$ cat src/rtl/stop_seq_pkg.sv
package stop_seq_pkg;
  typedef enum logic [2:0] {
    ST_RUN,
    ST_STOP_DEEP,
    ST_STOP_LIGHT,
    ST_REC_CNT,
    ST_WAIT_LOCK,
    ST_RESUME
  } seq_state_e;
endpackage

$ cat src/rtl/stop_rec_counter.sv
module stop_rec_counter #(
  parameter int CNT_W = 16
) (
  input  logic             clk_i,
  input  logic             rst_ni,
  input  logic             load_i,
  input  logic [CNT_W-1:0] load_val_i,
  output logic             zero_o
);
  logic [CNT_W-1:0] cnt_q;

  always_ff @(posedge clk_i or negedge rst_ni) begin
    if (!rst_ni)              cnt_q <= '0;
    else if (load_i)          cnt_q <= load_val_i;
    else if (cnt_q != '0)     cnt_q <= cnt_q - CNT_W'(1);
  end

  assign zero_o = (cnt_q == '0);


  cnt_step_chk: assert property (@(posedge clk_i) disable iff (!rst_ni)
    (!load_i && cnt_q != '0) |=> (cnt_q == $past(cnt_q) - CNT_W'(1)));


  cnt_hold_zero_chk: assert property (@(posedge clk_i) disable iff (!rst_ni)
    (!load_i && zero_o) |=> zero_o);
endmodule

$ cat src/rtl/stop_seq_fsm.sv
module stop_seq_fsm
  import stop_seq_pkg::*;
#(
  parameter int CNT_W     = 16,
  parameter int SHORT_CNT = 16,
  parameter int LONG_CNT  = 65536,
  parameter int LIGHT_CNT = 3
) (
  input  logic             clk_i,
  input  logic             rst_ni,
  input  logic             stop_i,
  input  logic             wake_i,
  input  logic             light_mode_i,
  input  logic             long_rec_i,
  input  logic             xtal_dis_i,
  input  logic             pll_en_i,
  input  logic             pll_lock_i,
  input  logic             cnt_zero_i,
  output logic             cnt_load_o,
  output logic [CNT_W-1:0] cnt_val_o,
  output logic             osc_en_o,
  output logic             pll_en_o,
  output logic             core_clk_en_o,
  output logic             ready_o
);
  localparam logic [CNT_W-1:0] SHORT_LD = CNT_W'(SHORT_CNT - 1);
  localparam logic [CNT_W-1:0] LONG_LD  = CNT_W'(LONG_CNT - 1);
  localparam logic [CNT_W-1:0] LIGHT_LD = CNT_W'(LIGHT_CNT - 1);

  seq_state_e state_q, state_d;
  logic       deep_q, deep_d;
  logic       stopped;

  always_comb begin
    state_d    = state_q;
    deep_d     = deep_q;
    cnt_load_o = 1'b0;
    cnt_val_o  = LIGHT_LD;
    unique case (state_q)
      ST_RUN: if (stop_i) begin
        state_d = light_mode_i ? ST_STOP_LIGHT : ST_STOP_DEEP;
        deep_d  = !light_mode_i;
      end
      ST_STOP_DEEP, ST_STOP_LIGHT: if (wake_i) begin
        state_d    = ST_REC_CNT;
        cnt_load_o = 1'b1;
        if (deep_q) cnt_val_o = long_rec_i ? LONG_LD : SHORT_LD;
      end
      ST_REC_CNT: if (cnt_zero_i)
        state_d = (deep_q && pll_en_i) ? ST_WAIT_LOCK : ST_RESUME;
      ST_WAIT_LOCK: if (pll_lock_i) state_d = ST_RESUME;
      ST_RESUME: state_d = ST_RUN;
      default: state_d = ST_RUN;
    endcase
  end

  always_ff @(posedge clk_i or negedge rst_ni) begin
    if (!rst_ni) begin
      state_q <= ST_RUN;
      deep_q  <= 1'b0;
    end else begin
      state_q <= state_d;
      deep_q  <= deep_d;
    end
  end

  // only a deep stop parks the sources; recovery restarts them
  assign osc_en_o      = (state_q != ST_STOP_DEEP) && !xtal_dis_i;
  assign pll_en_o      = (state_q != ST_STOP_DEEP) && pll_en_i;
  assign core_clk_en_o = (state_q == ST_RUN) || (state_q == ST_RESUME);
  assign ready_o       = (state_q == ST_RESUME);
  assign stopped       = (state_q == ST_STOP_DEEP) || (state_q == ST_STOP_LIGHT);


  stop_gates_core_chk: assert property (@(posedge clk_i) disable iff (!rst_ni)
    (state_q == ST_RUN && stop_i) |=> !core_clk_en_o);


  stop_hold_chk: assert property (@(posedge clk_i) disable iff (!rst_ni)
    (stopped && !wake_i) |=> (!core_clk_en_o && !ready_o));


  lock_wait_chk: assert property (@(posedge clk_i) disable iff (!rst_ni)
    (state_q == ST_WAIT_LOCK && !pll_lock_i) |=> !ready_o);


  ready_pulse_chk: assert property (@(posedge clk_i) disable iff (!rst_ni)
    ready_o |=> (!ready_o && core_clk_en_o));


  wake_in_run_chk: assert property (@(posedge clk_i) disable iff (!rst_ni)
    (state_q == ST_RUN && !stop_i) |=> (core_clk_en_o && !ready_o));


  deep_sources_off_chk: assert property (@(posedge clk_i) disable iff (!rst_ni)
    (state_q == ST_RUN && stop_i && !light_mode_i) |=> (!osc_en_o && !pll_en_o));
endmodule

$ cat src/rtl/stop_seq.sv
module stop_seq #(
  parameter int SHORT_CNT = 16,
  parameter int LONG_CNT  = 65536,
  parameter int LIGHT_CNT = 3
) (
  input  logic clk_i,
  input  logic rst_ni,
  input  logic stop_i,
  input  logic wake_i,
  input  logic light_mode_i,
  input  logic long_rec_i,
  input  logic xtal_dis_i,
  input  logic pll_en_i,
  input  logic pll_lock_i,
  output logic osc_en_o,
  output logic pll_en_o,
  output logic core_clk_en_o,
  output logic ready_o
);
  localparam int MAX_A = (SHORT_CNT > LONG_CNT) ? SHORT_CNT : LONG_CNT;
  localparam int MAX_CNT = (MAX_A > LIGHT_CNT) ? MAX_A : LIGHT_CNT;
  localparam int CNT_W = (MAX_CNT > 2) ? $clog2(MAX_CNT) : 1;

  logic             cnt_load;
  logic [CNT_W-1:0] cnt_val;
  logic             cnt_zero;

  stop_seq_fsm #(
    .CNT_W    (CNT_W),
    .SHORT_CNT(SHORT_CNT),
    .LONG_CNT (LONG_CNT),
    .LIGHT_CNT(LIGHT_CNT)
  ) u_fsm (
    .clk_i        (clk_i),
    .rst_ni       (rst_ni),
    .stop_i       (stop_i),
    .wake_i       (wake_i),
    .light_mode_i (light_mode_i),
    .long_rec_i   (long_rec_i),
    .xtal_dis_i   (xtal_dis_i),
    .pll_en_i     (pll_en_i),
    .pll_lock_i   (pll_lock_i),
    .cnt_zero_i   (cnt_zero),
    .cnt_load_o   (cnt_load),
    .cnt_val_o    (cnt_val),
    .osc_en_o     (osc_en_o),
    .pll_en_o     (pll_en_o),
    .core_clk_en_o(core_clk_en_o),
    .ready_o      (ready_o)
  );

  stop_rec_counter #(.CNT_W(CNT_W)) u_cnt (
    .clk_i     (clk_i),
    .rst_ni    (rst_ni),
    .load_i    (cnt_load),
    .load_val_i(cnt_val),
    .zero_o    (cnt_zero)
  );
endmodule

$ cat config.mk
export PLATFORM = sky130hd
export DESIGN_NAME = stop_seq
export DESIGN_NICKNAME = d
export VERILOG_FILES = /design/src/rtl/stop_seq_pkg.sv /design/src/rtl/stop_rec_counter.sv /design/src/rtl/stop_seq_fsm.sv /design/src/rtl/stop_seq.sv
export SDC_FILE = /design/constraint.sdc
export NUM_CORES = 1
export LEC_CHECK = 0
export BUFFER_PORTS_ARGS = -buffer_cell sky130_fd_sc_hd__buf_2
export CAP_MARGIN = 20
export CELL_PAD_IN_SITES_DETAIL_PLACEMENT = 2
export CELL_PAD_IN_SITES_GLOBAL_PLACEMENT = 2
export CORE_ASPECT_RATIO = 1.2
export CORE_MARGIN = 3
export CORE_UTILIZATION = 34
export DETAILED_ROUTE_END_ITERATION = 7
export PLACE_DENSITY = 0.71
export SYNTH_ARGS = -nofsm -noshare
export SYNTH_HDL_FRONTEND = slang
export SYNTH_SLANG_ARGS = --single-unit
export TNS_END_PERCENT = 5
$ cat constraint.sdc
create_clock -name clk_i -period 2.3 [get_ports clk_i]
set_input_delay 0.115 -clock clk_i [delete_from_list [all_inputs] [get_ports clk_i]]
set_output_delay 0.115 -clock clk_i [all_outputs]
set_load 0.02 [all_outputs]
Word level (Yosys, flattened, before mapping)
Cells that the tools add are included.
{ "word_totals": {"regBits": 20, "input_bits": 9, "output_inout_bits": 4, "wordCells": 42} }
{ "op_classes": {"add_sub_neg": 1, "n_eq_ne": 10, "mux": 15, "reduce_logical": 13} }
{ "ops": {"columns": ["operator", "count"], "rows": [
  ["2-to-1 mux 16 bit", 6],
  ["zero test 16 bit", 1],
  ["nonzero test 16 bit", 1],
  ["subtractor 16 x 1 -> 16 bit, second input constant", 1],
  ["2-to-1 mux 3 bit", 4],
  ["case mux 3 bit (4 select lines)", 1],
  ["!= test 2 bit, second input constant", 4],
  ["equality test 3 x 2 -> 1 bit, second input constant", 2],
  ["equality test 3 bit, second input constant", 2],
  ["AND reduction 4 bit", 1],
  ["equality test 3 x 1 -> 1 bit, second input constant", 1],
  ["logical AND 1 bit", 3],
  ["zero test 3 bit", 1],
  ["2-to-1 mux 1 bit", 3],
  ["!= test 3 x 1 -> 1 bit, second input constant", 1],
  ["zero test 1 bit", 2],
  ["2-to-1 mux 2 bit", 1],
  ["AND reduction 2 bit", 1],
  ["nonzero test 2 bit", 1],
  ["OR reduction 2 bit", 1],
  ["logical OR 1 bit", 1]
]} }

Logic depth before layout (Yosys ltp)
{ "depth": {"ltp_word": 5, "ltp_mapped": 7, "ltp_nobuf": 6} }

Hierarchy
From an unflattened synthesis, not the netlist that was laid out.
{ "unflattened": {"cells_unflattened": 160, "area_unflattened_um2": 1483.9} }
{ "modules_own_cells": {"columns": ["mod", "instances", "cells_per_inst", "area_each_um2"], "rows": [
  ["stop_rec_counter", 1, 104, 1006.0],
  ["stop_seq_fsm", 1, 56, 478.0]
]} }

Worst setup path before layout
No wires, ideal clock.
{ "synth_timing": {"path_type": "flip-flop to flip-flop", "startpoint": "reg u_cnt.cnt_q[0]", "endpoint": "reg u_cnt.cnt_q[11]", "setup_ns": 0.137, "t_arrival_ns": 1.579, "path_slack_ns": 0.584, "stages_incl_launch_ff": 8, "path_buffers": 1, "period_less_slack_ns": 1.716, "cell_sequence": "dfrtp_1 -> inv_1 -> ha_1 -> nor3b_2 -> nand3_2 -> o21ai_2 -> buf_4 -> o21ai_0"} }
{ "synth_between": {"elab_chain_len": 3, "word_cells_on_any_way": 5} }
{ "synth_lines": {"columns": ["item", "line_no", "rtl"], "rows": [
  ["start, declared", "stop_rec_counter.sv:10", "logic [CNT_W-1:0] cnt_q;"],
  ["start signal, assigned", "stop_rec_counter.sv:14", "else if (load_i) cnt_q <= load_val_i;"],
  ["start signal, assigned", "stop_rec_counter.sv:15", "else if (cnt_q != '0) cnt_q <= cnt_q - CNT_W'(1);"],
  ["subtractor 16 x 1 -> 16 bit", "stop_rec_counter.sv:15", null],
  ["2-to-1 mux 16 bit", "stop_rec_counter.sv:15", null],
  ["2-to-1 mux 16 bit", "stop_rec_counter.sv:14", null]
]} }
Parallel ways exist; a longest one is shown, timed or not. The select of a mux whose other input is x is not followed.
A chain may end at the register's enable or synchronous reset.

Final worst setup path
{ "layout_timing": {"startpoint": "reg u_cnt.cnt_q[7]", "endpoint": "reg u_cnt.cnt_q[13]"} }
The elaborated chain is that of the path after synthesis.

==> key figures <==
Worst setup path
  • Reg-to-reg startpoint: u_cnt.cnt_q[7]$_DFFE_PN0P_
  • Worst Path Class, Setup: flop to flop
  • CP peak stage delay: 0.53 ns
  • Critical Path Fanout Max: 12
  • CP required: 2.50 ns
  • Crit path capture type: flop
  • Worst Path Buf+Inv: 0
  • Arr. time, crit path: 2.15 ns
  • Crit path launch: u_cnt.cnt_q[7]$_DFFE_PN0P_
  • Cell Chain, Critical Path: nor3_1 -> nand3_2 -> o21ai_4 -> o21ai_0
  • Startpoint Class: flop
  • Slowest-stage cell, CP: nor3_1
  • CP top delay family: simple AND/OR/NAND/NOR gates

Synthesis
  • Syn avg cell area: 9.58 sq um
  • Syn Inst Count: 124
  • Yosys cell types: 43
  • Seq cells post-synth: 20
  • Sequential element share of the synthesized area: 42.1%
  • Number of flops mapped to enable cells by yosys: 0
  • Ys flop type: dfrtp_1
  • Syn Nets: 134
  • Mapped Area: 0.00119 sq mm
  • Post-synth ARST share: 100%
  • Synth warn: 0

Pwr
  • VDD IR max: 0.000600 V
  • Static Leak: 0.593 nW
  • PwrDens: 1100 mW/mm^2

Flow run
  • Max_cap viols: 0

Clocking
  • Clk slew on worst S/H paths: 0.13 ns
  • Cts bufs inserted: 3
  • Root Buffer: clkbuf_4
  • CTS sink count: 20
  • CTS tree: yes
  • Post-CTS setup buffers: 0
  • Clock tree buffer depth: 2
  • Number of H-tree levels: 1
  • Clock latency at the later pin of the worst-skew pair: 0.31 ns

Hold path
  • Worst hold path class: input port to flop
  • Min-Delay Startpoint: stop_i

Placement
  • Port buffer count: 12
  • Final GP Congestion: 0.824
  • Placed insts: 173
  • Final HPWL DP: 2.36 mm
  • Setup WS pre-CTS: 0.278 ns

Timing
  • RSZ-0062 raised after global routing: false
  • Count of final hold-check violations: 0
  • Fin crit share: 84.9%
  • Fin crit period: 1.95 ns
  • Setup ws final: 0.347 ns
  • Max-slew violations: 0
  • Fin Setup TNS: 0 ns
  • Fmax: 0.512 GHz
  • Final setup vio count: 0
  • Slew @ Worst Pin: 0.753 ns
  • Clock Skews: 0.0102 ns
  • Headroom to the max-slew limit: 49.4%

Route
  • Drt drc: 0
  • DR vias/cell: 5.85
  • Routed WL: 3.26 mm
  • Antenna viol nets, final: 0
  • Initial DRC Count: 46
  • Vias post-DR: 1053
  • Pre-antenna DRT Iters: 4
  • Routed WL per cell: 18.1 microns

GRT
  • Met1 Usage GRT: 21.4%
  • GR Overflow Total: 0
  • Number of global-route vias before repair: 1189
  • Met2 usage: 30.2%
  • Total Routing Usage GR: 17.3%
  • Largest net degree at the start of global routing: 21
  • First-pass GRT wire length: 5.68 mm
  • GR peak layer: met2
  • Initial antenna violation count: 0
  • Met3 usage: 2.55%

Layout
  • P&R area growth vs syn: 17.6%
  • Filler cells: 357
  • Share of layout cells above drive strength 1: 21.5%
  • Final Non-Filler Cells: 180
  • Fin nets: 155
  • # diodes: 0

Run status
  • Status: completed

Floorplan
  • Die width: 59.9 microns
  • Core area: 0.00319 sq mm
  • Die area: 0.00424 sq mm
  • Top Ports: 13
  • Die height: 70.7 microns
  • Initial Util: 37.2%
  • Cell Rows: 22
-- synthesized netlist by cell type, types with 2 or more instances --
cell type	instances	share of area, %
dfrtp_1	20	42
o21ai_0	15	6.3
nor2_1	11	3.5
xor2_1	11	8.1
nand2_1	8	2.5
nand4_1	4	2.1
nor3_1	4	1.7
a21oi_1	3	1.3
a31oi_1	3	1.6
nor2b_1	3	1.6
nor4_1	3	1.6
or3_1	3	1.6
a22oi_1	2	1.3
clkbuf_1	2	0.63
inv_1	2	0.63
nor3_2	2	1.7
xnor2_1	2	1.5
-- layout by cell type (no fill, tap or decap), drive strengths merged --
cell type and n:
dfrtp 20, buf 18, o21ai 16, nor2 11, xor2 11, nand2 8, nor3 6, nand4 4
nor4 4, a21oi 3, nor2b 3, a31oi 3, or3 3, clkbuf 3, dlygate4sd3 3, xnor2 3
inv 2, a22oi 2, nor3b 2, nand3 2, a21boi 1, and3b 1, or3b 1, or4b 1
nand4b 1, and3 1, o2bb2ai 1, nand3b 1, o31a 1, mux2 1, o211a 1, o31ai 1
nor4b 1, or2b 1, a311oi 1, ha 1, bufinv 1
-- cells by family (layout without fill, tap and decap cells) --
family                     after synthesis  after routing  synth area share [%]
and+or+nand+nor                         51             51                  26.1
muxes                                    1              1                 0.948
DFF                                     20             20                  42.1
buffers and inverters                    7             27                  3.27
adders and majority gates                1              1                  1.05
xor gates and xnor gates                14             14                  11.0
AOI/OAI and AO/OA                       30             30                  15.5
-- per-layer routing --
layer / part of all wire, % / vias up
li1: - / 492
met1: 44 / 543
met2: 52 / 14
met3: 2.1 / 4
met4: 1.1 / 0
met5: 0 / -
-- metrics by stage --
stage	hold WS (ns)	cell area (sq um)	utilization, %	total power (W)
final	0.223	1400	43.7	0.00154
after global routing	0.262	1400	43.7	0.00166
after CTS	0.216	1390	43.5	0.00154
after detailed placement	0.102	1310	40.9	0.00123
after global placement	0.0870	1310	40.9	0.00119
after floorplan	-0.181	1190	-	0.00102
-- path summary, 6_finish.rpt --
| path | depth (start not counted) | to | slack [ns] |
|---|---|---|---|
| max in group asynchronous | 2 | u_fsm.state_q[2]$_DFFE_PN0P_ | 1.68 |
| worst min register to register | 1 | u_fsm.state_q[0]$_DFFE_PN0P_ | 0.55 |
| min in group asynchronous | 2 | u_cnt.cnt_q[12]$_DFFE_PN0P_ | 0.28 |
| worst max register to register | 4 | u_cnt.cnt_q[13]$_DFFE_PN0P_ | 0.35 |
| worst max-delay path | 4 | u_cnt.cnt_q[13]$_DFFE_PN0P_ | 0.35 |
| worst min-delay path | 4 | u_fsm.deep_q$_DFFE_PN0P_ | 0.22 |
-- area by class of cell --
class | instances | area, sq um | share of cell area, %
Multi-Input combinational cell | 97 | 656 | 47.0
Sequential cell | 20 | 500 | 35.8
Timing Repair Buffer | 21 | 135 | 9.68
Tap cell | 36 | 45.0 | 3.23
Clock inverter | 1 | 30.0 | 2.15
Clock buffer | 3 | 22.5 | 1.61
Inverter | 2 | 7.51 | 0.538
-- power by group --
part	internal (W)	switching (W)	leakage, nW
clock	0.000176	0.000124	0.0279
sequential	0.000491	0.000184	0.242
combinational	0.000258	0.000309	0.323
-- worst reg2reg max path, cell delays in order, from the launching register on --
cell     delay [ns]
dfrtp_1        0.46
nor3_1         0.53
nand3_2        0.30
o21ai_4        0.38
o21ai_0        0.16
-- flip-flops by register name, indices dropped and copies added, names as in the netlist --
signal,cells
u_fsm.state_q,3
u_cnt.cnt_q,16
u_fsm.deep_q,1
-- timing repair --
item                       4_1_cts  5_1_grt
hold endpoints to repair        22        0
hold buffers                     3        0
gates resized for setup          0        1
setup endpoints to repair        0        1
Note: power is estimated with default switching activity, not from simulation.
